[src/rtl/cmdfwd_pkg.sv]
package cmdfwd_pkg;

    localparam int unsigned OVS        = 16;
    localparam int unsigned OVS_W      = $clog2(OVS);
    localparam int unsigned HALF_TICKS = OVS / 2;

    typedef enum logic [2:0] {
        RX_IDLE,
        RX_START,
        RX_DATA,
        RX_STOP,
        RX_DONE,
        RX_FAULT,
        RX_BREAK
    } rx_state_e;

    typedef enum logic [1:0] {
        TX_IDLE,
        TX_SEND,
        TX_LENT
    } tx_state_e;

endpackage

[src/rtl/cfw_tick_gen.sv]
module cfw_tick_gen #(
    parameter int unsigned DIV_W = 16
) (
    input  logic             clk,
    input  logic             rst_n,
    input  logic [DIV_W-1:0] div,
    output logic             tick
);

    logic [DIV_W-1:0] cnt_q;
    logic [DIV_W-1:0] limit;

    always_comb begin
        limit = (div == '0) ? DIV_W'(1) : div;
        tick  = (cnt_q >= limit - DIV_W'(1));
    end

    always_ff @(posedge clk) begin
        if (!rst_n) begin
            cnt_q <= '0;
        end else if (tick) begin
            cnt_q <= '0;
        end else begin
            cnt_q <= cnt_q + DIV_W'(1);
        end
    end

endmodule

[src/rtl/cfw_host_rx.sv]
module cfw_host_rx
    import cmdfwd_pkg::*;
#(
    parameter int unsigned DATA_W      = 8,
    parameter int unsigned SYNC_STAGES = 2
) (
    input  logic              clk,
    input  logic              rst_n,
    input  logic              tick,
    input  logic              rx_in,
    output logic              rx_valid,
    output logic [DATA_W-1:0] rx_data,
    output logic              rx_ferr
);

    localparam int unsigned BIDX_W = (DATA_W > 1) ? $clog2(DATA_W) : 1;

    rx_state_e               state_q, state_d;
    logic [SYNC_STAGES-1:0]  sync_q;
    logic                    line;
    logic [OVS_W-1:0]        tcnt_q;
    logic [BIDX_W-1:0]       bidx_q;
    logic [DATA_W-1:0]       shreg_q;
    logic                    mid_start, bit_end;

    always_ff @(posedge clk) begin
        if (!rst_n) sync_q <= '1;
        else        sync_q <= {sync_q[SYNC_STAGES-2:0], rx_in};
    end
    assign line = sync_q[SYNC_STAGES-1];

    assign mid_start = tick && (tcnt_q == OVS_W'(HALF_TICKS - 1));
    assign bit_end   = tick && (tcnt_q == OVS_W'(OVS - 1));

    // state register
    always_ff @(posedge clk) begin
        if (!rst_n) state_q <= RX_IDLE;
        else        state_q <= state_d;
    end

    // transitions
    always_comb begin
        state_d = state_q;
        unique case (state_q)
            RX_IDLE:  if (!line) state_d = RX_START;
            RX_START: if (mid_start) state_d = line ? RX_IDLE : RX_DATA;
            RX_DATA:  if (bit_end && bidx_q == BIDX_W'(DATA_W - 1)) state_d = RX_STOP;
            RX_STOP:  if (bit_end) state_d = line ? RX_DONE : RX_FAULT;
            RX_DONE:  state_d = RX_IDLE;
            RX_FAULT: state_d = RX_BREAK;
            RX_BREAK: if (line) state_d = RX_IDLE;
            default:  state_d = RX_IDLE;
        endcase
    end

    // counters and data shift
    always_ff @(posedge clk) begin
        if (!rst_n) begin
            tcnt_q  <= '0;
            bidx_q  <= '0;
            shreg_q <= '0;
        end else begin
            unique case (state_q)
                RX_START: begin
                    if (mid_start)  tcnt_q <= '0;
                    else if (tick)  tcnt_q <= tcnt_q + OVS_W'(1);
                end
                RX_DATA: begin
                    if (bit_end) begin
                        tcnt_q  <= '0;
                        shreg_q <= {line, shreg_q[DATA_W-1:1]};
                        bidx_q  <= bidx_q + BIDX_W'(1);
                    end else if (tick) begin
                        tcnt_q <= tcnt_q + OVS_W'(1);
                    end
                end
                RX_STOP: begin
                    if (tick) tcnt_q <= tcnt_q + OVS_W'(1);
                end
                default: begin
                    tcnt_q <= '0;
                    bidx_q <= '0;
                end
            endcase
        end
    end

    // outputs
    always_comb begin
        rx_valid = (state_q == RX_DONE);
        rx_ferr  = (state_q == RX_FAULT);
        rx_data  = shreg_q;
    end

endmodule

[src/rtl/cfw_line_tx.sv]
module cfw_line_tx
    import cmdfwd_pkg::*;
#(
    parameter int unsigned DATA_W = 8
) (
    input  logic              clk,
    input  logic              rst_n,
    input  logic              in_valid,
    input  logic [DATA_W-1:0] in_data,
    input  logic              alt_req,
    output logic              line_out,
    output logic              alt_grant,
    output logic              busy,
    output logic              ovf
);

    localparam int unsigned FRAME_W = DATA_W + 2;
    localparam int unsigned BCNT_W  = $clog2(FRAME_W);

    tx_state_e           state_q, state_d;
    logic                hold_full_q;
    logic [DATA_W-1:0]   hold_data_q;
    logic [FRAME_W-1:0]  shreg_q;
    logic [BCNT_W-1:0]   bcnt_q;
    logic                ovf_q;
    logic                take;

    assign take = (state_q == TX_IDLE) && hold_full_q && !alt_req;

    // state register
    always_ff @(posedge clk) begin
        if (!rst_n) state_q <= TX_IDLE;
        else        state_q <= state_d;
    end

    // transitions
    always_comb begin
        state_d = state_q;
        unique case (state_q)
            TX_IDLE: begin
                if (alt_req)          state_d = TX_LENT;
                else if (hold_full_q) state_d = TX_SEND;
            end
            TX_SEND: if (bcnt_q == BCNT_W'(FRAME_W - 1)) state_d = TX_IDLE;
            TX_LENT: if (!alt_req) state_d = TX_IDLE;
            default: state_d = TX_IDLE;
        endcase
    end

    // holding register and shifter
    always_ff @(posedge clk) begin
        if (!rst_n) begin
            hold_full_q <= 1'b0;
            hold_data_q <= '0;
            shreg_q     <= '1;
            bcnt_q      <= '0;
            ovf_q       <= 1'b0;
        end else begin
            if (take) begin
                shreg_q <= {1'b1, hold_data_q, 1'b0};
                bcnt_q  <= '0;
            end else if (state_q == TX_SEND) begin
                shreg_q <= {1'b1, shreg_q[FRAME_W-1:1]};
                bcnt_q  <= bcnt_q + BCNT_W'(1);
            end

            if (in_valid && (!hold_full_q || take)) begin
                hold_data_q <= in_data;
                hold_full_q <= 1'b1;
            end else if (take) begin
                hold_full_q <= 1'b0;
            end

            ovf_q <= in_valid && hold_full_q && !take;
        end
    end

    // outputs
    always_comb begin
        line_out  = (state_q == TX_SEND) ? shreg_q[0] : 1'b1;
        alt_grant = (state_q == TX_LENT);
        busy      = (state_q == TX_SEND) || hold_full_q;
        ovf       = ovf_q;
    end

endmodule

[src/rtl/cmd_fwd_retimer.sv]
module cmd_fwd_retimer
    import cmdfwd_pkg::*;
#(
    parameter int unsigned DIV_W  = 16,
    parameter int unsigned DATA_W = 8
) (
    input  logic              clk,
    input  logic              rst_n,
    input  logic [DIV_W-1:0]  baud_div,
    input  logic              host_rx,
    input  logic              alt_req,
    output logic              fwd_out,
    output logic              alt_grant,
    output logic              fwd_busy,
    output logic              char_strobe,
    output logic [DATA_W-1:0] char_byte,
    output logic              frame_err,
    output logic              overflow
);

    logic tick;

    cfw_tick_gen #(.DIV_W(DIV_W)) u_tick (
        .clk   (clk),
        .rst_n (rst_n),
        .div   (baud_div),
        .tick  (tick)
    );

    cfw_host_rx #(.DATA_W(DATA_W), .SYNC_STAGES(2)) u_rx (
        .clk      (clk),
        .rst_n    (rst_n),
        .tick     (tick),
        .rx_in    (host_rx),
        .rx_valid (char_strobe),
        .rx_data  (char_byte),
        .rx_ferr  (frame_err)
    );

    cfw_line_tx #(.DATA_W(DATA_W)) u_tx (
        .clk       (clk),
        .rst_n     (rst_n),
        .in_valid  (char_strobe),
        .in_data   (char_byte),
        .alt_req   (alt_req),
        .line_out  (fwd_out),
        .alt_grant (alt_grant),
        .busy      (fwd_busy),
        .ovf       (overflow)
    );

endmodule

[config.mk]
export PLATFORM = sky130hd
export DESIGN_NAME = cmd_fwd_retimer
export DESIGN_NICKNAME = d
export VERILOG_FILES = /design/src/rtl/cmdfwd_pkg.sv /design/src/rtl/cfw_tick_gen.sv /design/src/rtl/cfw_host_rx.sv /design/src/rtl/cfw_line_tx.sv /design/src/rtl/cmd_fwd_retimer.sv
export SDC_FILE = /design/constraint.sdc
export NUM_CORES = 1
export LEC_CHECK = 0
export BUFFER_PORTS_ARGS = -buffer_cell sky130_fd_sc_hd__buf_2
export CORE_MARGIN = 8
export CORE_UTILIZATION = 35
export DETAILED_ROUTE_END_ITERATION = 10
export GPL_TIMING_DRIVEN = 0
export PLACE_DENSITY_LB_ADDON = 0.12
export SLEW_MARGIN = 10
export SYNTH_ARGS = -nofsm -noshare
export SYNTH_HDL_FRONTEND = slang
export SYNTH_SLANG_ARGS = --single-unit
[constraint.sdc]
create_clock -name clk -period 5.3 [get_ports clk]
set_clock_uncertainty 0.15 [all_clocks]
set_input_delay 0.265 -clock clk [delete_from_list [all_inputs] [get_ports clk]]
set_output_delay 0.265 -clock clk [all_outputs]
set_load 0.02 [all_outputs]
---- Word level (Yosys, flattened, before mapping) ----
Index checks and enable logic that the tools add are counted.
storage, ports and cells
  register bits after elaboration ......... 61
  input bits .............................. 20
  logic and storage cells ................. 91
cells by class
  $add $sub $neg .......................... 5
  $lt $le $gt $ge ......................... 1
  eq/ne operators ......................... 21
  multiplexer cells ....................... 25
  bitwise operators ....................... 2
  reduce and logical (&&, ||, !) cells .... 25
operator list
  operator                 count
  $mux W3                  6
  $mux W9                  2
  $pmux W3 S6              1
  $add A16 B1 Y16 const B  1
  $ge A16 B16 Y1           1
  $logic_not A16 Y1        1
  $mux W16                 1
  $sub A16 B1 Y16 const B  1
  $eq A3 B3 Y1 const B     4
  $mux W4                  3
  $ne A2 B1 Y1 const B     6
  $pmux W4 S3              1
  $mux W2                  5
  $add A4 B1 Y4 const B    2
  $eq A4 B4 Y1 const B     2
  $logic_and A1 B1 Y1      8
  $eq A3 B2 Y1 const B     2
  $pmux W2 S3              1
  $pmux W3 S2              1
  $reduce_or A2 Y1         3
  $reduce_and A5 Y1        1
  $eq A4 B3 Y1 const B     1
  $mux W1                  4
  $ne A2 B2 Y1 const B     2
  13 further kinds         19

---- Logic depth before layout (Yosys ltp) ----
  depth in word-level cells ............... 8
  depth in mapped cells ................... 21
  depth with buffers taken out ............ 20

---- By module ----
A second synthesis with hierarchy kept.
second synthesis, totals
  cells, all modules ...................... 380
  area, all modules ....................... 3405.8 um2
by module, submodules not included
  module        times used  cells an instance  area each (um2)  sequential area each (um2)
  cfw_tick_gen  1           160                1407.6           320.3
  cfw_line_tx   1           122                1079.8           500.5
  cfw_host_rx   1           98                 918.4            400.4

---- Worst setup path after synthesis ----
Ideal clock, no wire load.
  path type ............................... input to register
  start ................................... input port baud_div[9]
  end ..................................... register u_rx.shreg_q[1] (netlist: u_rx.rx_data[1])
  setup time .............................. 116 ps
  arrival ................................. 3686 ps
  slack ................................... 1348 ps
  stages on the path ...................... 20
  buffers on the path ..................... 1
  cell sequence ........................... or4_1 > nor4_1 > nand2_1 > nor2_1 > nor2_1 > ha_1 > nand2_1 > nor2_1 > inv_1 > or4_1 > xor2_1 > ha_1 > and4_1 > and3_1 > a32oi_1 > a21boi_2 > or4_4 > buf_6 > mux2i_1 > nor2b_1
on the way
  cells in the longest elaborated chain, start to end .. 6
ends and longest elaborated chain
  item                                    line                  text
  start: declaration                      cmd_fwd_retimer.sv:9  input logic [DIV_W-1:0] baud_div,
  $logic_not A16 Y1                       cfw_tick_gen.sv:14    limit = (div == '0) ? DIV_W'(1) : div;
  $mux W16 (*)                            cfw_tick_gen.sv:14
  $sub A16 B1 Y16 (*)                     cfw_tick_gen.sv:15    tick = (cnt_q >= limit - DIV_W'(1));
  $ge A16 B16 Y1 (*)                      cfw_tick_gen.sv:15
  $logic_and A1 B1 Y1 (*)                 cfw_host_rx.sv:33     assign bit_end = tick && (tcnt_q == OVS_W'(OVS - 1));
  $reduce_and A2 Y1 (no source line) (*)  n/a
  end signal: assignment                  cfw_host_rx.sv:71     shreg_q <= {line, shreg_q[DATA_W-1:1]};
  end: declaration                        cfw_host_rx.sv:23     logic [DATA_W-1:0] shreg_q;
Every way passes the cells marked *; elsewhere a longest branch is shown, timed or not.
A chain may end at the register's enable or synchronous reset.

---- Final worst setup path ----
  start ................................... input port baud_div[9]
  end ..................................... register u_tick.cnt_q[4]
on the way
  cells in the longest elaborated chain, start to end .. 5
ends and longest elaborated chain
  item                                   line                text
  $logic_not A16 Y1                      cfw_tick_gen.sv:14
  $mux W16 (*)                           cfw_tick_gen.sv:14
  $sub A16 B1 Y16 (*)                    cfw_tick_gen.sv:15
  $ge A16 B16 Y1 (*)                     cfw_tick_gen.sv:15
  $reduce_or A2 Y1 (no source line) (*)  n/a
  end signal: assignment                 cfw_tick_gen.sv:24  cnt_q <= cnt_q + DIV_W'(1);
  end: declaration                       cfw_tick_gen.sv:10  logic [DIV_W-1:0] cnt_q;
Marked as above.

==> results.yml <==
setup_path:
  slowest_stage: "or4_1"
  crit_family: "simple AND/OR/NAND/NOR gates"
  critPathMaxStageDelay_ns: 0.58
  worst_path_most_repeated_cell: "nor2_1"
  start_kind: "primary input"
  regToRegSetupSlack_ns: 2.40
  reg2reg_depth: 8
  crit_chain: "buf_2 > or4_1 > nor4_1 > nand2_1 > nor2_1 > nor2_1 > ha_1 > nand2_1 > nor2_1 > inv_1 > or3_1 > xor2_1 > ha_1 > and2_0 > a221o_1 > a221oi_2 > nand2_1 > clkbuf_1 > nor2_1"
  path_buf_inv: 3
  r2r_start: "u_tick.cnt_q[2]"
  crit_path_max_fanout: 10
  path_class: "primary input to flip-flop"
  crit_path_end_kind: "flip-flop"
  arrival_ns: 4.63
  r2r_end: "u_tick.cnt_q[4]"
  required_ns: 5.42
grt:
  grt_use_met2_pct: 17.4
  grt_pass1_wl_um: 11800
  grt_max_degree: 11
  use_met3_pct: 3.92
  grt.overflow.total: 0
  grt_pass1_vias: 2509
  antenna_found_initial: 0
  globalRouteTotalUtil_pct: 11.5
  top_usage_layer: "met2"
  grt_use_met1_pct: 14.7
sta:
  max_freq_mhz: 222
  setup_slack_ns: 0.791
  whs_ns: 0.229
  setup_viol: 0
  period_share_pct: 85.1
  worst_pin_slew_ns: 0.642
  slew_viol_final: 0
  finalHoldViolations: 0
  period_needed_ns: 4.51
  fin_setup_tns_ns: 0
  rsz0062_at_grt: "no"
  slew_headroom_pct: 56.6
clock_tree:
  numCtsBuffers: 9
  root_buffer: "clkbuf_8"
  post_cts_resize_count: 0
  h-tree-depth: 3
  clockBufferDepth: 2
  clock_sinks: 61
  cts_setup_buffers: 0
  clkLatencyLatePin_ns: 0.34
  path_clk_slew_ns: 0.06
  cts_tree: "built"
die:
  core_area_mm2: 0.00911
  io_pins: 34
  dieArea_mm2: 0.0126
  fp-row-count: 35
  fp.dieH_um: 112
  initial_utilization_pct: 35.7
  dieWidth_um: 112
finish:
  design_area_mm2: 0.00375
  area_growth_pct: 15.3
  layout.nets: 463
  antenna_cells: 0
  drive_gt1_share_pct: 12.7
synth:
  netlist.area_leader.share_pct: 37.5
  synth_area_leaders: "dfxtp_1, ha_1, mux2i_1"
  yosys-top-cells-count: "dfxtp_1, nor2_1, nand2_1"
  async_flop_share_pct: 0
  ys_seq_area_share_pct: 37.5
  syn_area_mm2: 0.00325
  syn_nets: 418
  synth-main-ff-cell: "dfxtp_1"
  yosysUniqueCellTypes: 43
  yosys.area.top_type: "dfxtp_1"
  yosys_warnings: 0
  ys_seq_elements: 61
  syn_avg_cell_area_um2: 8.67
  synth_edf_count: 0
  syn_inst: 375
  yosysMostFrequentCell: "dfxtp_1"
power_and_ir_drop:
  leakage_nw: 1.61
  peakVddDrop_mv: 0.160
  power_density_mw_per_mm2: 240
outcome:
  outcome: "completed"
drt:
  drt-vias-per-instance: 4.90
  first_pass_iters: 4
  wirelength_um: 6980
  avgRoutedWirePerCell_um: 13.0
  vias: 2624
  drtAntennaViolNets: 0
  drc_errors: 0
  drt_iter0_markers: 177
placement:
  dp_hpwl_um: 5060
  post-place-ws_ns: 0.416
  globalplace.congestion: 0.743
  place_area_mm2: 0.00355
  port_buffers: 32
worst_hold_path:
  min_path_type: "primary input to flip-flop"
  hold_end: "u_tx.shreg_q[4]"
  hold_start: "rst_n"
  whs_path_depth: 3
run:
  drv_cap: 0
-- layout by cell type (no fill, tap or decap), drive strengths merged, types with 3 or more instances in the layout --
cell	instances
nand2b	9
clkinv	3
o31ai	3
xor2	15
or3	3
a21boi	3
nor2	44
nand3	12
inv	10
buf	33
or4	5
nor3	6
nand4	3
nand2	38
dfxtp	61
and3	5
a21oi	13
a221o	7
mux2i	19
xnor2	14
o21ai	17
nor2b	25
ha	23
and2	4
clkbuf	25
-- area by class of cell --
class | instances | area (µm²)
multi-input combinational | 290 | 1930
clock inverter | 4 | 22.5
buffer | 14 | 60.1
timing repair buffer | 34 | 180
inverter | 10 | 37.5
tap | 111 | 139
clock buffer | 12 | 155
sequential | 61 | 1220
fill | 915 | 5360
-- registers in the layout, summed over array words and instances (netlist names), 2 cells and up --
register          count
u_tx.bcnt_q           4
u_rx.rx_data          8
u_tx.hold_data_q      8
u_rx.bidx_q           3
u_rx.state_q          3
u_rx.sync_q           2
u_rx.tcnt_q           4
u_tick.cnt_q         16
u_tx.shreg_q          9
u_tx.state_q          2
-- where the power goes --
group / switching, mW / total [mW] / leakage [nW] / internal [mW]
clock network: 0.181 / 0.374 / 0.0921 / 0.193
registers: 0.00392 / 0.466 / 0.493 / 0.462
logic: 0.0340 / 0.0605 / 1.02 / 0.0265
-- tightest hold or removal path, delay by kind of cell --
family | cells | cell delay, ns
compound gates | 1 | 0.09
simple gates | 1 | 0.11
buf+inv | 1 | 0.22
-- cell families (layout without fill, tap and decap cells) --
| family | after synthesis | count (layout) | synth area share (%) |
|---|---|---|---|
| AND/OR/NAND/NOR | 162 | 162 | 24.8 |
| flip-flops | 61 | 61 | 37.5 |
| AO/OA/AOI/OAI | 56 | 56 | 11.8 |
| XOR/XNOR | 29 | 29 | 7.81 |
| buffers and inverters | 24 | 74 | 3.00 |
| adder cells (fa/ha/maj) | 23 | 23 | 8.85 |
| multiplexers | 20 | 20 | 6.19 |
-- per-layer routing --
| metal | routed length (µm) | vias up |
|---|---|---|
| met2 | 2900 | 52 |
| met4 | 102 | 0 |
| met5 | 0 | - |
| met3 | 339 | 11 |
| li1 | - | 1389 |
| met1 | 3640 | 1172 |
-- worst max path at each step --
stage | slack (ns) | cells after the start | end | from
final | 0.79 | 19 | u_tick.cnt_q[4] | baud_div[9]
after global routing | 0.34 | 19 | u_tick.cnt_q[5] | baud_div[9]
after CTS | 0.75 | 19 | u_tick.cnt_q[4] | baud_div[9]
after detailed placement | 0.42 | 19 | u_tick.cnt_q[4] | baud_div[9]
after global placement | 0.43 | 19 | u_tick.cnt_q[10] | baud_div[9]
after floorplan | 1.35 | 20 | u_rx.rx_data[1] | baud_div[9]
-- repair_timing --
| action | 4_1_cts | 5_1_grt |
|---|---|---|
| endpoints found under the setup margin | 0 | 0 |
| hold buffers | 2 | 0 |
| hold endpoints to repair | 2 | 0 |
-- per-stage QoR --
step / util (%) / power (mW) / instances
floorplan: - / 0.514 / 375
global placement: 39.0 / 0.535 / 518
detailed placement: 39.0 / 0.536 / 518
CTS: 41.2 / 0.918 / 536
global route: 41.2 / 0.945 / 536
finish: 41.2 / 0.900 / 536
No activity file was read; power rests on OpenSTA's default activity.
